`config.mk`:
```
export PLATFORM = sky130hd
export DESIGN_NAME = misalign_splitter
export DESIGN_NICKNAME = d
export VERILOG_FILES = /design/src/rtl/msplit_pkg.sv /design/src/rtl/msplit_planner.sv /design/src/rtl/msplit_merge.sv /design/src/rtl/misalign_splitter.sv
export SDC_FILE = /design/constraint.sdc
export NUM_CORES = 1
export LEC_CHECK = 0
export BUFFER_PORTS_ARGS = -buffer_cell sky130_fd_sc_hd__buf_2
export CAP_MARGIN = 20
export CELL_PAD_IN_SITES_DETAIL_PLACEMENT = 2
export CELL_PAD_IN_SITES_GLOBAL_PLACEMENT = 2
export CORE_AREA = 10 10 254 256
export DETAILED_ROUTE_END_ITERATION = 8
export DIE_AREA = 0 0 264 266
export PLACE_DENSITY = 0.65
export SETUP_SLACK_MARGIN = 0.02
export SYNTH_ARGS = -nofsm -noshare
export SYNTH_HDL_FRONTEND = slang
export SYNTH_SLANG_ARGS = --single-unit
```
`constraint.sdc`:
```
create_clock -name clk -period 8.1 [get_ports clk]
set_input_delay 0.405 -clock clk [delete_from_list [all_inputs] [get_ports clk]]
set_output_delay 0.405 -clock clk [all_outputs]
set_load 0.01 [all_outputs]
```
`src/rtl/msplit_pkg.sv`:
```
package msplit_pkg;

    typedef enum logic [2:0] {
        S_IDLE    = 3'd0,
        S_LO_REQ  = 3'd1,
        S_LO_WAIT = 3'd2,
        S_HI_REQ  = 3'd3,
        S_HI_WAIT = 3'd4,
        S_DONE    = 3'd5
    } split_state_e;

endpackage

```
`src/rtl/msplit_planner.sv`:
```
// Works out alignment and the two byte spans of an access.
module msplit_planner #(
    parameter int ADDR_W = 32,
    parameter int OFF_W  = 3,
    parameter int SZ_W   = 2,
    localparam int CNT_W = OFF_W + 1,
    localparam int BYTES = 1 << OFF_W
) (
    input  logic [ADDR_W-1:0]       addr,
    input  logic [SZ_W-1:0]         code,
    output logic                    misal,
    output logic [ADDR_W-OFF_W-1:0] lo_word,
    output logic [ADDR_W-OFF_W-1:0] hi_word,
    output logic [CNT_W-1:0]        lo_off,
    output logic [CNT_W-1:0]        lo_cnt,
    output logic [CNT_W-1:0]        hi_off,
    output logic [CNT_W-1:0]        hi_cnt,
    output logic [BYTES-1:0]        lo_be,
    output logic [BYTES-1:0]        hi_be
);
    logic [CNT_W-1:0]  width;
    logic [OFF_W-1:0]  width_m1;
    logic [OFF_W-1:0]  rem;
    logic [ADDR_W-1:0] boundary;

    assign width    = CNT_W'(1) << code;
    assign width_m1 = OFF_W'(width - CNT_W'(1));
    assign rem      = addr[OFF_W-1:0] & width_m1;
    assign misal    = |rem;
    assign boundary = (addr | ADDR_W'(width_m1)) + ADDR_W'(1);

    assign lo_word = addr[ADDR_W-1:OFF_W];
    assign hi_word = boundary[ADDR_W-1:OFF_W];
    assign lo_off  = {1'b0, addr[OFF_W-1:0]};
    assign hi_off  = {1'b0, boundary[OFF_W-1:0]};
    assign lo_cnt  = width - {1'b0, rem};
    assign hi_cnt  = {1'b0, rem};

    for (genvar j = 0; j < BYTES; j++) begin : g_be
        localparam logic [CNT_W-1:0] J = CNT_W'(j);
        assign lo_be[j] = (J >= lo_off) && (J < lo_off + lo_cnt);
        assign hi_be[j] = misal && (J >= hi_off) && (J < hi_off + hi_cnt);
    end
endmodule

```
`src/rtl/msplit_merge.sv`:
```
// Steers store bytes to lanes and gathers load bytes into a right-justified result.
module msplit_merge #(
    parameter int DATA_W = 64,
    localparam int BYTES = DATA_W / 8,
    localparam int OFF_W = $clog2(BYTES),
    localparam int CNT_W = OFF_W + 1
) (
    input  logic              clk,
    input  logic              rst_n,
    input  logic              clr,
    input  logic              cap_lo,
    input  logic              cap_hi,
    input  logic              sel_hi,
    input  logic [CNT_W-1:0]  lo_off,
    input  logic [CNT_W-1:0]  lo_cnt,
    input  logic [CNT_W-1:0]  hi_off,
    input  logic [CNT_W-1:0]  hi_cnt,
    input  logic [DATA_W-1:0] wdata,
    input  logic [DATA_W-1:0] rdata_in,
    output logic [DATA_W-1:0] lane_wdata,
    output logic [DATA_W-1:0] result
);
    logic [7:0] acc_q [BYTES];

    for (genvar i = 0; i < BYTES; i++) begin : g_byte
        localparam logic [CNT_W-1:0] I = CNT_W'(i);
        logic [OFF_W-1:0] rd_lo_src, rd_hi_src, wr_lo_src, wr_hi_src;
        logic             rd_in_lo, rd_in_hi, wr_in_lo, wr_in_hi;

        // gather: result byte i comes from one of the two responses
        assign rd_lo_src = OFF_W'(lo_off + I);
        assign rd_hi_src = OFF_W'(hi_off + I - lo_cnt);
        assign rd_in_lo  = I < lo_cnt;
        assign rd_in_hi  = (I >= lo_cnt) && (I < lo_cnt + hi_cnt);

        always_ff @(posedge clk) begin
            if (!rst_n || clr) begin
                acc_q[i] <= '0;
            end else if (cap_lo && rd_in_lo) begin
                acc_q[i] <= rdata_in[{rd_lo_src, 3'b000} +: 8];
            end else if (cap_hi && rd_in_hi) begin
                acc_q[i] <= rdata_in[{rd_hi_src, 3'b000} +: 8];
            end
        end
        assign result[i*8 +: 8] = acc_q[i];

        // steer: memory lane i takes a store byte chosen by the active half
        assign wr_lo_src = OFF_W'(I - lo_off);
        assign wr_hi_src = OFF_W'(I - hi_off + lo_cnt);
        assign wr_in_lo  = (I >= lo_off) && (I < lo_off + lo_cnt);
        assign wr_in_hi  = (I >= hi_off) && (I < hi_off + hi_cnt);
        assign lane_wdata[i*8 +: 8] =
            sel_hi ? (wr_in_hi ? wdata[{wr_hi_src, 3'b000} +: 8] : 8'h00)
                   : (wr_in_lo ? wdata[{wr_lo_src, 3'b000} +: 8] : 8'h00);
    end
endmodule

```
`src/rtl/misalign_splitter.sv`:
```
module misalign_splitter
    import msplit_pkg::*;
#(
    parameter int DATA_W = 64,
    parameter int ADDR_W = 32,
    localparam int BYTES = DATA_W / 8,
    localparam int OFF_W = $clog2(BYTES),
    localparam int CNT_W = OFF_W + 1,
    localparam int SZ_W  = $clog2(OFF_W + 1),
    localparam int WRD_W = ADDR_W - OFF_W
) (
    input  logic              clk,
    input  logic              rst_n,
    input  logic              split_en,
    input  logic              req_valid,
    output logic              req_ready,
    input  logic [ADDR_W-1:0] req_addr,
    input  logic [SZ_W-1:0]   req_size,
    input  logic              req_write,
    input  logic [DATA_W-1:0] req_wdata,
    output logic              rsp_valid,
    output logic [DATA_W-1:0] rsp_rdata,
    output logic              rsp_trap,
    output logic              rsp_fault,
    output logic              rsp_fault_hi,
    output logic              mem_req_valid,
    input  logic              mem_req_ready,
    output logic [WRD_W-1:0]  mem_word,
    output logic              mem_write,
    output logic [BYTES-1:0]  mem_be,
    output logic [DATA_W-1:0] mem_wdata,
    input  logic              mem_rsp_valid,
    input  logic [DATA_W-1:0] mem_rsp_rdata,
    input  logic              mem_rsp_err
);
    split_state_e st, nxt;

    logic [ADDR_W-1:0] addr_q;
    logic [SZ_W-1:0]   code_q;
    logic              wr_q, split_q, trap_q, fault_q, fhi_q;
    logic [DATA_W-1:0] wdata_q;

    logic [ADDR_W-1:0] p_addr;
    logic [SZ_W-1:0]   p_code;
    logic              misal;
    logic [WRD_W-1:0]  lo_word, hi_word;
    logic [CNT_W-1:0]  lo_off, lo_cnt, hi_off, hi_cnt;
    logic [BYTES-1:0]  lo_be, hi_be;
    logic [DATA_W-1:0] merged;
    logic              accept, sel_hi, cap_lo, cap_hi;

    // planner looks at the incoming request while idle, the held one after
    assign p_addr = (st == S_IDLE) ? req_addr : addr_q;
    assign p_code = (st == S_IDLE) ? req_size : code_q;

    msplit_planner #(.ADDR_W(ADDR_W), .OFF_W(OFF_W), .SZ_W(SZ_W)) u_plan (
        .addr(p_addr), .code(p_code), .misal(misal),
        .lo_word(lo_word), .hi_word(hi_word),
        .lo_off(lo_off), .lo_cnt(lo_cnt), .hi_off(hi_off), .hi_cnt(hi_cnt),
        .lo_be(lo_be), .hi_be(hi_be)
    );

    msplit_merge #(.DATA_W(DATA_W)) u_merge (
        .clk(clk), .rst_n(rst_n), .clr(accept),
        .cap_lo(cap_lo), .cap_hi(cap_hi), .sel_hi(sel_hi),
        .lo_off(lo_off), .lo_cnt(lo_cnt), .hi_off(hi_off), .hi_cnt(hi_cnt),
        .wdata(wdata_q), .rdata_in(mem_rsp_rdata),
        .lane_wdata(mem_wdata), .result(merged)
    );

    // state register
    always_ff @(posedge clk) begin
        if (!rst_n) st <= S_IDLE;
        else        st <= nxt;
    end

    // transitions
    always_comb begin
        nxt = st;
        unique case (st)
            S_IDLE:    if (req_valid) nxt = (misal && !split_en) ? S_DONE : S_LO_REQ;
            S_LO_REQ:  if (mem_req_ready) nxt = S_LO_WAIT;
            S_LO_WAIT: if (mem_rsp_valid)
                           nxt = (mem_rsp_err || !split_q) ? S_DONE : S_HI_REQ;
            S_HI_REQ:  if (mem_req_ready) nxt = S_HI_WAIT;
            S_HI_WAIT: if (mem_rsp_valid) nxt = S_DONE;
            S_DONE:    nxt = S_IDLE;
            default:   nxt = S_IDLE;
        endcase
    end

    // outputs
    always_comb begin
        req_ready     = (st == S_IDLE);
        accept        = req_valid && (st == S_IDLE);
        sel_hi        = (st == S_HI_REQ);
        mem_req_valid = (st == S_LO_REQ) || (st == S_HI_REQ);
        mem_word      = sel_hi ? hi_word : lo_word;
        mem_be        = sel_hi ? hi_be : lo_be;
        mem_write     = wr_q;
        cap_lo        = (st == S_LO_WAIT) && mem_rsp_valid;
        cap_hi        = (st == S_HI_WAIT) && mem_rsp_valid;
        rsp_valid     = (st == S_DONE);
        rsp_trap      = trap_q;
        rsp_fault     = fault_q;
        rsp_fault_hi  = fhi_q;
        rsp_rdata     = fault_q ? '0 : merged;
    end

    // request context and completion flags
    always_ff @(posedge clk) begin
        if (!rst_n) begin
            addr_q  <= '0;
            code_q  <= '0;
            wr_q    <= 1'b0;
            wdata_q <= '0;
            split_q <= 1'b0;
            trap_q  <= 1'b0;
            fault_q <= 1'b0;
            fhi_q   <= 1'b0;
        end else begin
            if (accept) begin
                addr_q  <= req_addr;
                code_q  <= req_size;
                wr_q    <= req_write;
                wdata_q <= req_wdata;
                split_q <= misal;
                trap_q  <= misal && !split_en;
                fault_q <= 1'b0;
                fhi_q   <= 1'b0;
            end
            if (cap_lo && mem_rsp_err) fault_q <= 1'b1;
            if (cap_hi && mem_rsp_err) begin
                fault_q <= 1'b1;
                fhi_q   <= 1'b1;
            end
        end
    end
endmodule

```
==> flow_metrics.py <==
metrics = {
    "floorplanning": {
        "core_um2": 59700,
        "die_w_um": 264,
        "ios": 342,
        "die_y_um": 266,
        "start_util_pct": 27.5,
        "fp.dieArea_um2": 70200,
        "rows": 90,
    },
    "synthesis": {
        "post_synth.cell_area_avg_um2": 9.20,
        "yosysSeqAreaShare_pct": 24.6,
        "syn_area_um2": 16400,
        "synthMuxAreaShare_pct": 34.9,
        "synth_edf_count": 64,
        "synth.most_common_cell": "mux2i_1",
        "synth_nets": 1996,
        "synth_common_cells": "mux2i_1, nand2_1, dfxtp_1, a22o_1, o22ai_1",
        "yosysTopAreaCellShare_pct": 32.6,
        "synth-main-ff-cell": "dfxtp_1",
        "synth_cell_types": 70,
        "synth-xor-area-share_pct": 3.85,
        "synth_cells": 1784,
        "synth.area.top_cells": "mux2i_1, dfxtp_1, edfxtp_1, a22o_1, o22ai_1",
        "synth_compound_area_share_pct": 18.0,
        "synth_top_family_by_area": "multiplexers",
        "yosysTopAreaCell": "mux2i_1",
        "ys_ff_latch": 170,
        "synthAdderAreaFrac_pct": 3.43,
        "synthArstFlopShare_pct": 0,
        "yosys.area_share.simple_pct": 11.1,
        "ys_warn_count": 0,
    },
    "worst_hold_path": {
        "hold_class": "input pin to flip-flop",
        "whs_path_depth": 2,
    },
    "global_routing": {
        "grt_max_degree": 77,
        "antenna_found_initial": 4,
        "first_global_vias": 17300,
        "grt_use_total_pct": 21.2,
        "grt_first_pass_wirelength_mm": 114,
        "gr-total-overflow": 0,
    },
    "placement": {
        "portBuffers": 341,
        "dp_hpwl_mm": 60.2,
        "place_congestion": 0.860,
        "dp_slack_ns": 1.37,
    },
    "drt": {
        "ant_nets": 0,
        "routed_wl_mm": 77.4,
        "vias": 15900,
        "drc": 0,
        "vias_per_cell": 5.58,
        "drt-pass1-iter-count": 5,
        "drtIter0Drc": 879,
        "wl_per_cell_um": 27.2,
    },
    "sta": {
        "tns_ns": 0,
        "rsz0062_at_grt": "false",
        "setup_viol": 0,
        "fmax_mhz": 142,
        "worstMarginPinSlew_ns": 1.21,
        "finalCritPeriodShare_pct": 87.2,
        "maxSlewViolCount": 0,
        "slew_headroom_pct": 17.3,
        "layout_setup_ws_ns": 1.04,
        "period_needed_ns": 7.06,
        "skew_ns": 0.0125,
        "finalHoldViolCount": 0,
    },
    "clock_tree": {
        "cts_tree": "yes",
        "clkLatencyLatePin_ns": 0.50,
        "cts_buffers": 17,
        "cts_buffer_depth": 2,
        "postCtsSetupRepairBufs": 0,
        "clockRootBuffer": "clkbuf_16",
        "clkTransAtPathRegs_ns": 0.08,
        "cts_resized": 0,
        "holdBufCountCts": 0,
        "ctsHtreeMaxLevel": 4,
        "cts.sinks": 170,
    },
    "critical_path": {
        "slowest_stage": "inv_1",
        "worstSetupPathDepth": 15,
        "endpoint_kind": "output pin",
        "worstSetupStartpointType": "flip-flop",
        "crit_path_cell_trace": "or3_1, inv_2, mux2i_4, inv_4, ha_1, inv_1, ha_1, inv_1, fa_1, buf_4, inv_1, mux2i_1, mux2i_1, o22ai_1, buf_2",
        "arrival_ns": 6.66,
        "crit_buf_inv": 7,
        "worst-setup-path-type": "flip-flop to output pin",
        "cp_top_family": "buffers and inverters",
        "cp_common_cell": "inv_1",
        "reg2regPathDepth": 15,
        "cpPeakStageDelay_ns": 0.78,
        "cp_data_required_time_ns": 7.70,
        "crit_fanout": 40,
    },
    "finish": {
        "nFillCells": 6752,
        "drive_above_1_share_pct": 23.1,
        "utilization_pct": 32.6,
        "nNetsFinal": 2256,
        "syn_to_final_growth_pct": 18.7,
    },
    "run": {
        "cap_violations": 0,
    },
    "status": {
        "status": "finished, final reports clean",
    },
}
==> through the flow <==
step	hold slack (ns)	area [µm²]	cells
floorplan	0.445	16400	1784
global placement	0.426	18800	2801
detailed placement	0.443	18800	2802
CTS	0.0690	19400	2834
global route	0.0842	19500	2842
finish	0.107	19500	2842
==> final cells by class <==
type	count	area (µm²)	area share [%]
Clock inverter	15	174	0.893
Sequential cell	170	4050	20.8
Clock buffer	17	425	2.19
Antenna cell	3	7.51	0.0386
Timing Repair Buffer	372	1980	10.2
Inverter	24	92.6	0.476
Tap cell	782	978	5.03
Multi-Input combinational cell	1459	11800	60.4
==> cell families after synthesis <==
kind of cell / Yosys count
flip-flops: 170
multiplexers: 567
AND/OR/NAND/NOR: 368
buffers and inverters: 155
XOR/XNOR: 52
AO/OA/AOI/OAI: 430
adder cells (fa/ha/maj): 42
==> cell usage in the layout, fill, tap and decap left out, types with 5 or more instances in the layout <==
master / n
mux2i_1: 534
buf_2: 342
nand2_1: 131
dfxtp_1: 105
o22ai_1: 100
a22o_1: 100
nor2b_1: 72
edfxtp_1: 64
nor2_1: 62
o21ai_0: 58
a21oi_1: 58
o211ai_1: 45
ha_1: 36
nand3_1: 35
mux2_2: 32
buf_4: 27
xnor2_1: 22
inv_1: 20
xor2_1: 18
clkbuf_16: 17
a31oi_1: 13
a22oi_1: 13
nand2b_1: 11
xnor2_4: 10
nor3_1: 9
or3_1: 8
or2_2: 6
a211oi_1: 6
inv_8: 6
a21o_1: 5
a221o_1: 5
nand4_1: 5
==> path summary, 6_finish.rpt <==
path	startpoint	end	slack [ns]
setup reg to reg	st[0]	u_merge.acc_q[1][0]	1.38
setup / recovery	st[0]	mem_wdata[25]	1.04
hold / removal	split_en	rsp_trap	0.11
hold reg to reg	rsp_fault	rsp_fault	0.45
==> sequential cells by signal, indices dropped and copies added (netlist names) <==
signal and cells:
rsp_fault 1, code_q 2, st 3, mem_write 1, rsp_trap 1, wdata_q 64
u_merge.acc_q 64, split_q 1, addr_q 32, rsp_fault_hi 1
==> routing by layer <==
layer  routed length, µm  part of all wire (%)  GRT usage (%)  up-vias
met2               37900                    49           36.4      449
met4                2560                   3.3           8.45        2
li1                    -                     -              -     7275
met1               32600                    42           25.2     8025
met3                4310                   5.6           4.70      101
met5                   9                 0.012              0        -
Power is left out: the tool's default activity adds up to more than one toggle a clock period on the data nets, which glitch-free logic cannot reach.
